**src/rtl/psram_pwr_pkg.sv**
```systemverilog
package psram_pwr_pkg;

   typedef enum logic [2:0] {
      PWR_WAIT_SUPPLY = 3'd0,
      PWR_LOW_HOLD    = 3'd1,
      PWR_WAKE_HOLD   = 3'd2,
      PWR_RUN         = 3'd3,
      PWR_ENTER       = 3'd4,
      PWR_DOWN        = 3'd5,
      PWR_LEAVE       = 3'd6
   } pwr_state_e;

   typedef struct packed {
      logic ce2;
      logic ce1_hold;
      logic ready;
      logic hiz;
   } pwr_out_t;

   function automatic int unsigned max_u(input int unsigned a, input int unsigned b);
      return (a > b) ? a : b;
   endfunction

   // Pin levels implied by each phase.
   function automatic pwr_out_t decode_outputs(input pwr_state_e s);
      pwr_out_t o;
      case (s)
         PWR_WAKE_HOLD: o = '{ce2: 1'b1, ce1_hold: 1'b1, ready: 1'b0, hiz: 1'b1};
         PWR_RUN:       o = '{ce2: 1'b1, ce1_hold: 1'b0, ready: 1'b1, hiz: 1'b0};
         PWR_ENTER:     o = '{ce2: 1'b1, ce1_hold: 1'b1, ready: 1'b0, hiz: 1'b1};
         PWR_DOWN:      o = '{ce2: 1'b0, ce1_hold: 1'b1, ready: 1'b0, hiz: 1'b1};
         PWR_LEAVE:     o = '{ce2: 1'b1, ce1_hold: 1'b1, ready: 1'b0, hiz: 1'b1};
         default:       o = '{ce2: 1'b0, ce1_hold: 1'b1, ready: 1'b0, hiz: 1'b1};
      endcase
      return o;
   endfunction

endpackage

```
**src/rtl/psram_pwr_timer.sv**
```systemverilog
module psram_pwr_timer #(
   parameter int unsigned CNT_W = 16
) (
   input  logic             clk_i,
   input  logic             rst_ni,
   input  logic             load_i,
   input  logic [CNT_W-1:0] load_val_i,
   output logic             done_o
);

   logic [CNT_W-1:0] cnt_q;

   always_ff @(posedge clk_i or negedge rst_ni) begin
      if (!rst_ni) begin
         cnt_q <= '0;
      end else if (load_i) begin
         cnt_q <= load_val_i;
      end else if (cnt_q != '0) begin
         cnt_q <= cnt_q - 1'b1;
      end
   end

   assign done_o = (cnt_q == '0);

endmodule

```
**src/rtl/psram_pwr_fsm.sv**
```systemverilog
module psram_pwr_fsm
   import psram_pwr_pkg::*;
#(
   parameter int unsigned CNT_W = 16,
   parameter int unsigned T_C2L = 6250,
   parameter int unsigned T_C1H = 43750,
   parameter int unsigned T_PDS = 2,
   parameter int unsigned T_PDL = 9,
   parameter int unsigned T_PDX = 2
) (
   input  logic             clk_i,
   input  logic             rst_ni,
   input  logic             supply_ok_i,
   input  logic             pd_req_i,
   input  logic             wake_req_i,
   input  logic             acc_idle_i,
   input  logic             tdone_i,
   output pwr_state_e       state_q_o,
   output pwr_state_e       state_d_o,
   output logic             load_o,
   output logic [CNT_W-1:0] load_val_o
);

   localparam logic [CNT_W-1:0] LD_C2L = CNT_W'(T_C2L - 1);
   localparam logic [CNT_W-1:0] LD_C1H = CNT_W'(T_C1H - 1);
   localparam logic [CNT_W-1:0] LD_PDS = CNT_W'(T_PDS - 1);
   localparam logic [CNT_W-1:0] LD_PDL = CNT_W'(T_PDL - 1);
   localparam logic [CNT_W-1:0] LD_PDX = CNT_W'(T_PDX - 1);

   pwr_state_e state_q, state_d;

   always_comb begin
      state_d = state_q;
      case (state_q)
         PWR_WAIT_SUPPLY: if (supply_ok_i)             state_d = PWR_LOW_HOLD;
         PWR_LOW_HOLD:    if (tdone_i)                 state_d = PWR_WAKE_HOLD;
         PWR_WAKE_HOLD:   if (tdone_i)                 state_d = PWR_RUN;
         PWR_RUN:         if (pd_req_i && acc_idle_i)  state_d = PWR_ENTER;
         PWR_ENTER:       if (tdone_i)                 state_d = PWR_DOWN;
         PWR_DOWN:        if (tdone_i && wake_req_i)   state_d = PWR_LEAVE;
         PWR_LEAVE:       if (tdone_i)                 state_d = PWR_RUN;
         default:                                      state_d = PWR_WAIT_SUPPLY;
      endcase
   end

   // Duration of the phase being entered, minus one: the phase lasts
   // exactly that many cycles before the timer reports done.
   always_comb begin
      case (state_d)
         PWR_LOW_HOLD:  load_val_o = LD_C2L;
         PWR_WAKE_HOLD: load_val_o = LD_C1H;
         PWR_ENTER:     load_val_o = LD_PDS;
         PWR_DOWN:      load_val_o = LD_PDL;
         PWR_LEAVE:     load_val_o = LD_PDX;
         default:       load_val_o = '0;
      endcase
   end

   assign load_o = (state_d != state_q);

   always_ff @(posedge clk_i or negedge rst_ni) begin
      if (!rst_ni) state_q <= PWR_WAIT_SUPPLY;
      else         state_q <= state_d;
   end

   assign state_q_o = state_q;
   assign state_d_o = state_d;

endmodule

```
**src/rtl/psram_pwr_outstage.sv**
```systemverilog
module psram_pwr_outstage
   import psram_pwr_pkg::*;
#(
   parameter bit REG_OUT = 1'b0
) (
   input  logic       clk_i,
   input  logic       rst_ni,
   input  pwr_state_e state_q_i,
   input  pwr_state_e state_d_i,
   output pwr_out_t   out_o
);

   generate
      if (REG_OUT) begin : g_reg
         // Decode the next state into flops: same cycle timing as the
         // direct decode, but every pin leaves a flop.
         pwr_out_t out_q;
         always_ff @(posedge clk_i or negedge rst_ni) begin
            if (!rst_ni) out_q <= decode_outputs(PWR_WAIT_SUPPLY);
            else         out_q <= decode_outputs(state_d_i);
         end
         assign out_o = out_q;
         logic unused_q;
         assign unused_q = ^state_q_i;
      end else begin : g_comb
         assign out_o = decode_outputs(state_q_i);
         logic unused_d;
         assign unused_d = ^{clk_i, rst_ni, state_d_i};
      end
   endgenerate

endmodule

```
**src/rtl/psram_pwr_seq.sv**
```systemverilog
module psram_pwr_seq
   import psram_pwr_pkg::*;
#(
   parameter int unsigned T_C2L   = 6250,
   parameter int unsigned T_C1H   = 43750,
   parameter int unsigned T_PDS   = 2,
   parameter int unsigned T_PDL   = 9,
   parameter int unsigned T_PDX   = 2,
   parameter bit          REG_OUT = 1'b0
) (
   input  logic clk_i,
   input  logic rst_ni,
   input  logic supply_ok_i,
   input  logic pd_req_i,
   input  logic wake_req_i,
   input  logic acc_idle_i,
   output logic ce2_o,
   output logic ce1_hold_o,
   output logic ready_o,
   output logic dq_hiz_o
);

   localparam int unsigned MAX_DUR =
      max_u(max_u(T_C2L, T_C1H), max_u(max_u(T_PDS, T_PDL), T_PDX));
   localparam int unsigned CNT_W = $clog2(MAX_DUR + 1);

   generate
      if (T_C2L < 1 || T_C1H < 1 || T_PDS < 1 || T_PDL < 1 || T_PDX < 1) begin : g_bad_dur
         $error("psram_pwr_seq: every phase duration must be at least one cycle");
      end
   endgenerate

   pwr_state_e       state_q, state_d;
   logic             tload, tdone;
   logic [CNT_W-1:0] tval;
   pwr_out_t         pins;

   psram_pwr_fsm #(
      .CNT_W (CNT_W),
      .T_C2L (T_C2L),
      .T_C1H (T_C1H),
      .T_PDS (T_PDS),
      .T_PDL (T_PDL),
      .T_PDX (T_PDX)
   ) u_fsm (
      .clk_i       (clk_i),
      .rst_ni      (rst_ni),
      .supply_ok_i (supply_ok_i),
      .pd_req_i    (pd_req_i),
      .wake_req_i  (wake_req_i),
      .acc_idle_i  (acc_idle_i),
      .tdone_i     (tdone),
      .state_q_o   (state_q),
      .state_d_o   (state_d),
      .load_o      (tload),
      .load_val_o  (tval)
   );

   psram_pwr_timer #(
      .CNT_W (CNT_W)
   ) u_timer (
      .clk_i      (clk_i),
      .rst_ni     (rst_ni),
      .load_i     (tload),
      .load_val_i (tval),
      .done_o     (tdone)
   );

   psram_pwr_outstage #(
      .REG_OUT (REG_OUT)
   ) u_out (
      .clk_i     (clk_i),
      .rst_ni    (rst_ni),
      .state_q_i (state_q),
      .state_d_i (state_d),
      .out_o     (pins)
   );

   assign ce2_o      = pins.ce2;
   assign ce1_hold_o = pins.ce1_hold;
   assign ready_o    = pins.ready;
   assign dq_hiz_o   = pins.hiz;

endmodule

```
**config.mk**
```make
export PLATFORM = sky130hd
export DESIGN_NAME = psram_pwr_seq
export DESIGN_NICKNAME = d
export VERILOG_FILES = /design/src/rtl/psram_pwr_pkg.sv /design/src/rtl/psram_pwr_timer.sv /design/src/rtl/psram_pwr_fsm.sv /design/src/rtl/psram_pwr_outstage.sv /design/src/rtl/psram_pwr_seq.sv
export SDC_FILE = /design/constraint.sdc
export NUM_CORES = 1
export LEC_CHECK = 0
export BUFFER_PORTS_ARGS = -buffer_cell sky130_fd_sc_hd__clkbuf_2
export CAP_MARGIN = 20
export CELL_PAD_IN_SITES_DETAIL_PLACEMENT = 2
export CELL_PAD_IN_SITES_GLOBAL_PLACEMENT = 2
export CORE_UTILIZATION = 37
export DETAILED_ROUTE_END_ITERATION = 8
export PLACE_DENSITY = 0.86
export SLEW_MARGIN = 20
export SYNTH_ARGS = -nofsm -noshare
export SYNTH_HDL_FRONTEND = slang
export SYNTH_SLANG_ARGS = --single-unit
```
**constraint.sdc**
```tcl
create_clock -name clk_i -period 2.3 [get_ports clk_i]
set_input_delay 0.23 -clock clk_i [delete_from_list [all_inputs] [get_ports clk_i]]
set_output_delay 0.23 -clock clk_i [all_outputs]
set_load 0.005 [all_outputs]
```
==> flow_summary_export.csv <==
group,metric,value,unit
routing,vias,961,
floorplan,dieArea,3363,um^2
placed_design,hpwl,2.393,mm
clocking,post_cts_buffers,0,
logic_synthesis,synthCells,120,
logic_synthesis,syn_nets,128,
routing,routedWlPerCell,19.34,um
hold_path,hp-start,"acc_idle_i",
logic_synthesis,avgSynthCellArea,9.666,um^2
routing,drcViolationCount,0,
logic_synthesis,synthDistinctLibCells,38,
logic_synthesis,synth.top_cell.area_share,0.4099,
clocking,cts_tree,"built",
hold_path,whs_endpoint,"u_fsm.state_q_o[2]",
floorplan,core_area,2853,um^2
hold_path,holdPathStages,3,
floorplan,rows,19,
logic_synthesis,ys_ff_latch,19,
setup_path,worstPathRequired,2490,ps
status,run_status,"finished, final reports clean",
clocking,clock-sinks,19,
final_layout,drive_above_1_share,0.2105,
setup_path,reg2reg_to,"u_timer.cnt_q[0]",
power_and_ir_drop,powerDensity,663.9,nW/um^2
routing,drt-pass1-iter-count,4,
grt,gr-total-overflow,0,
grt,gr-usage-all-layers,0.2200,
floorplan,start_util,0.4066,
timing,slew_viol_final,0,
logic_synthesis,synth_ff_type,"dfrtp_1",
timing,holdWs,227.8,ps
timing,finalHoldViolCount,0,
job,drv_cap,0,
logic_synthesis,synth-edff-count,0,
setup_path,path_class,"reg -> reg",
clocking,cts-root-buf,"clkbuf_4",
timing,tightest_slew,507.5,ps
routing,wl,3.172,mm
setup_path,worstPathArrival,2290,ps
logic_synthesis,synth.largest_area_cell,"dfrtp_1",
final_layout,synthToLayoutAreaGrowth,10.46,%
timing,slew_headroom,0.6617,
power_and_ir_drop,vdd_drop_max,0.0003144,V
routing,ant_nets,0,
timing,setup_viol,0,
power_and_ir_drop,p_leak,0.4969,nW
timing,fin_crit_sh,0.9109,
logic_synthesis,async_flop_share,1.000,
floorplan,fp.dieW,57.99,um
setup_path,cp_max_fo,10,
clocking,numCtsBuffers,3,
final_layout,final_nets,142,
clocking,ctsHtreeMaxLevel,1,
logic_synthesis,yosys-top-cells-count,"dfrtp_1, o21ai_0, xnor2_1, nand2_1, nor2_1",
setup_path,critPathCaptureType,"flop",
timing,skew,14.70,ps
setup_path,crit_path_start_kind,"flop",
grt,grt_pass1_wl,5.513,mm
placed_design,place_congestion,0.7814,
logic_synthesis,yosys_warnings,0,
final_layout,diodes,0,
grt,antenna_found_initial,0,
routing,drt-initial-drc-count,25,
floorplan,die_h,57.99,um
setup_path,reg2reg_slack,200,ps
timing,fin_tns_setup,0,ps
logic_synthesis,synth-seq-area-share,0.4099,
logic_synthesis,netlist_area,1160,um^2
grt,grt_start_max_net_pins,20,
clocking,clk_pin_slew,120,ps
grt,grt_pass1_vias,1080,
timing,clock.fmax,0.4773,GHz
clocking,clock_path_buffers,2,
setup_path,r2r_start,"u_timer.cnt_q[11]",
placed_design,io_buffers,9,
clocking,clkLatencyLatePin,310,ps
routing,vias_per_cell,5.860,
logic_synthesis,yosysMostFrequentCell,"dfrtp_1",
logic_synthesis,synthTopCellsByArea,"dfrtp_1, xnor2_1, o21ai_0",
timing,fin_crit,2095,ps
setup_path,ff2ff_path_depth,5,
timing,rsz0062_at_grt,"false",
floorplan,ioPinCount,10,
hold_path,hold_class,"in -> reg",
-- layout make-up --
cell class | instances | area, um^2
Fill cell | 309 | 1572
Multi-Input combinational cell | 91 | 636.9
Tap cell | 31 | 38.79
Sequential cell | 19 | 475.5
Timing Repair Buffer | 14 | 85.08
Inverter | 5 | 18.77
Clock buffer | 4 | 26.28
-- how the worst max path moves through the flow --
| stage | startpoint | endpoint | slack, ps | cells after the start |
|---|---|---|---|---|
| CTS | u_timer.cnt_q[6] | u_timer.cnt_q[0] | 60 | 5 |
| detailed placement | u_timer.cnt_q[6] | u_timer.cnt_q[0] | 7 | 5 |
| global placement | u_timer.cnt_q[6] | u_timer.cnt_q[0] | 90 | 5 |
| floorplan | u_timer.cnt_q[7] | u_timer.cnt_q[13] | 490 | 5 |
| finish | u_timer.cnt_q[11] | u_timer.cnt_q[0] | 200 | 5 |
| global route | u_timer.cnt_q[11] | u_timer.cnt_q[0] | 10 | 5 |
-- critical path: stages (launching register included) --
cell and delay (ps):
dfrtp_1 460, nor4_1 500, and4_2 490, a31o_2 310, nand2b_1 130, o211ai_1 100
-- routing by layer --
layer | vias to the layer above | share of wire | global-route usage
met5 | - | 0 | 0
met4 | 0 | 0.013 | 0.08163
met3 | 5 | 0.014 | 0.02009
met2 | 8 | 0.52 | 0.3580
met1 | 485 | 0.46 | 0.3047
li1 | 463 | - | -
-- sequential cells by signal, summed over array words and instances (netlist names) --
| signal | count |
|---|---|
| u_timer.cnt_q | 16 |
| u_fsm.state_q_o | 3 |
-- cells by family after synthesis --
family,synth area share
xor gates and xnor gates,0.1133
muxes,0.01834
DFF,0.4099
adders and majority gates,0.02157
and+or+nand+nor,0.2600
buffers and inverters,0.04746
AOI/OAI and AO/OA,0.1295
-- repair_timing --
action,in CTS,in global routing
endpoints found under the hold margin,19,0
hold buffers,1,0
endpoints found under the setup margin,1,1
resized for setup,1,1
-- per-stage QoR --
step           setup WS [ps]  area (um^2)  cells  total power [mW]  utilization
2_1_floorplan          492.5         1160    120            0.6110            -
3_3_place_gp           94.90         1237    159            0.6512       0.4338
3_5_place_dp           6.832         1237    159            0.6665       0.4338
4_1_cts                60.67         1275    164            0.8526       0.4469
5_1_grt                11.10         1281    164            0.8990       0.4491
6_report               204.9         1281    164            0.8506       0.4491
-- where the power goes --
group / internal (mW) / leakage (nW) / switching [mW]
clock network: 0.0677 / 0.0150 / 0.113
logic: 0.0793 / 0.271 / 0.0666
registers: 0.407 / 0.211 / 0.117
total: 0.554 / 0.497 / 0.297
-- cells in the final DEF (no fill, tap or decap), drive strengths merged, types with 2 or more instances in the layout --
cell type,instances
o21ai,14
clkbuf,13
buf,4
nor2,9
or4,3
a21oi,2
dfrtp,19
nor3,5
nand3,5
xor2,5
xnor2,10
o211ai,2
nand2,9
inv,5
nor4,6
nand2b,2
ha,2
No activity file was read; power rests on OpenSTA's default activity.
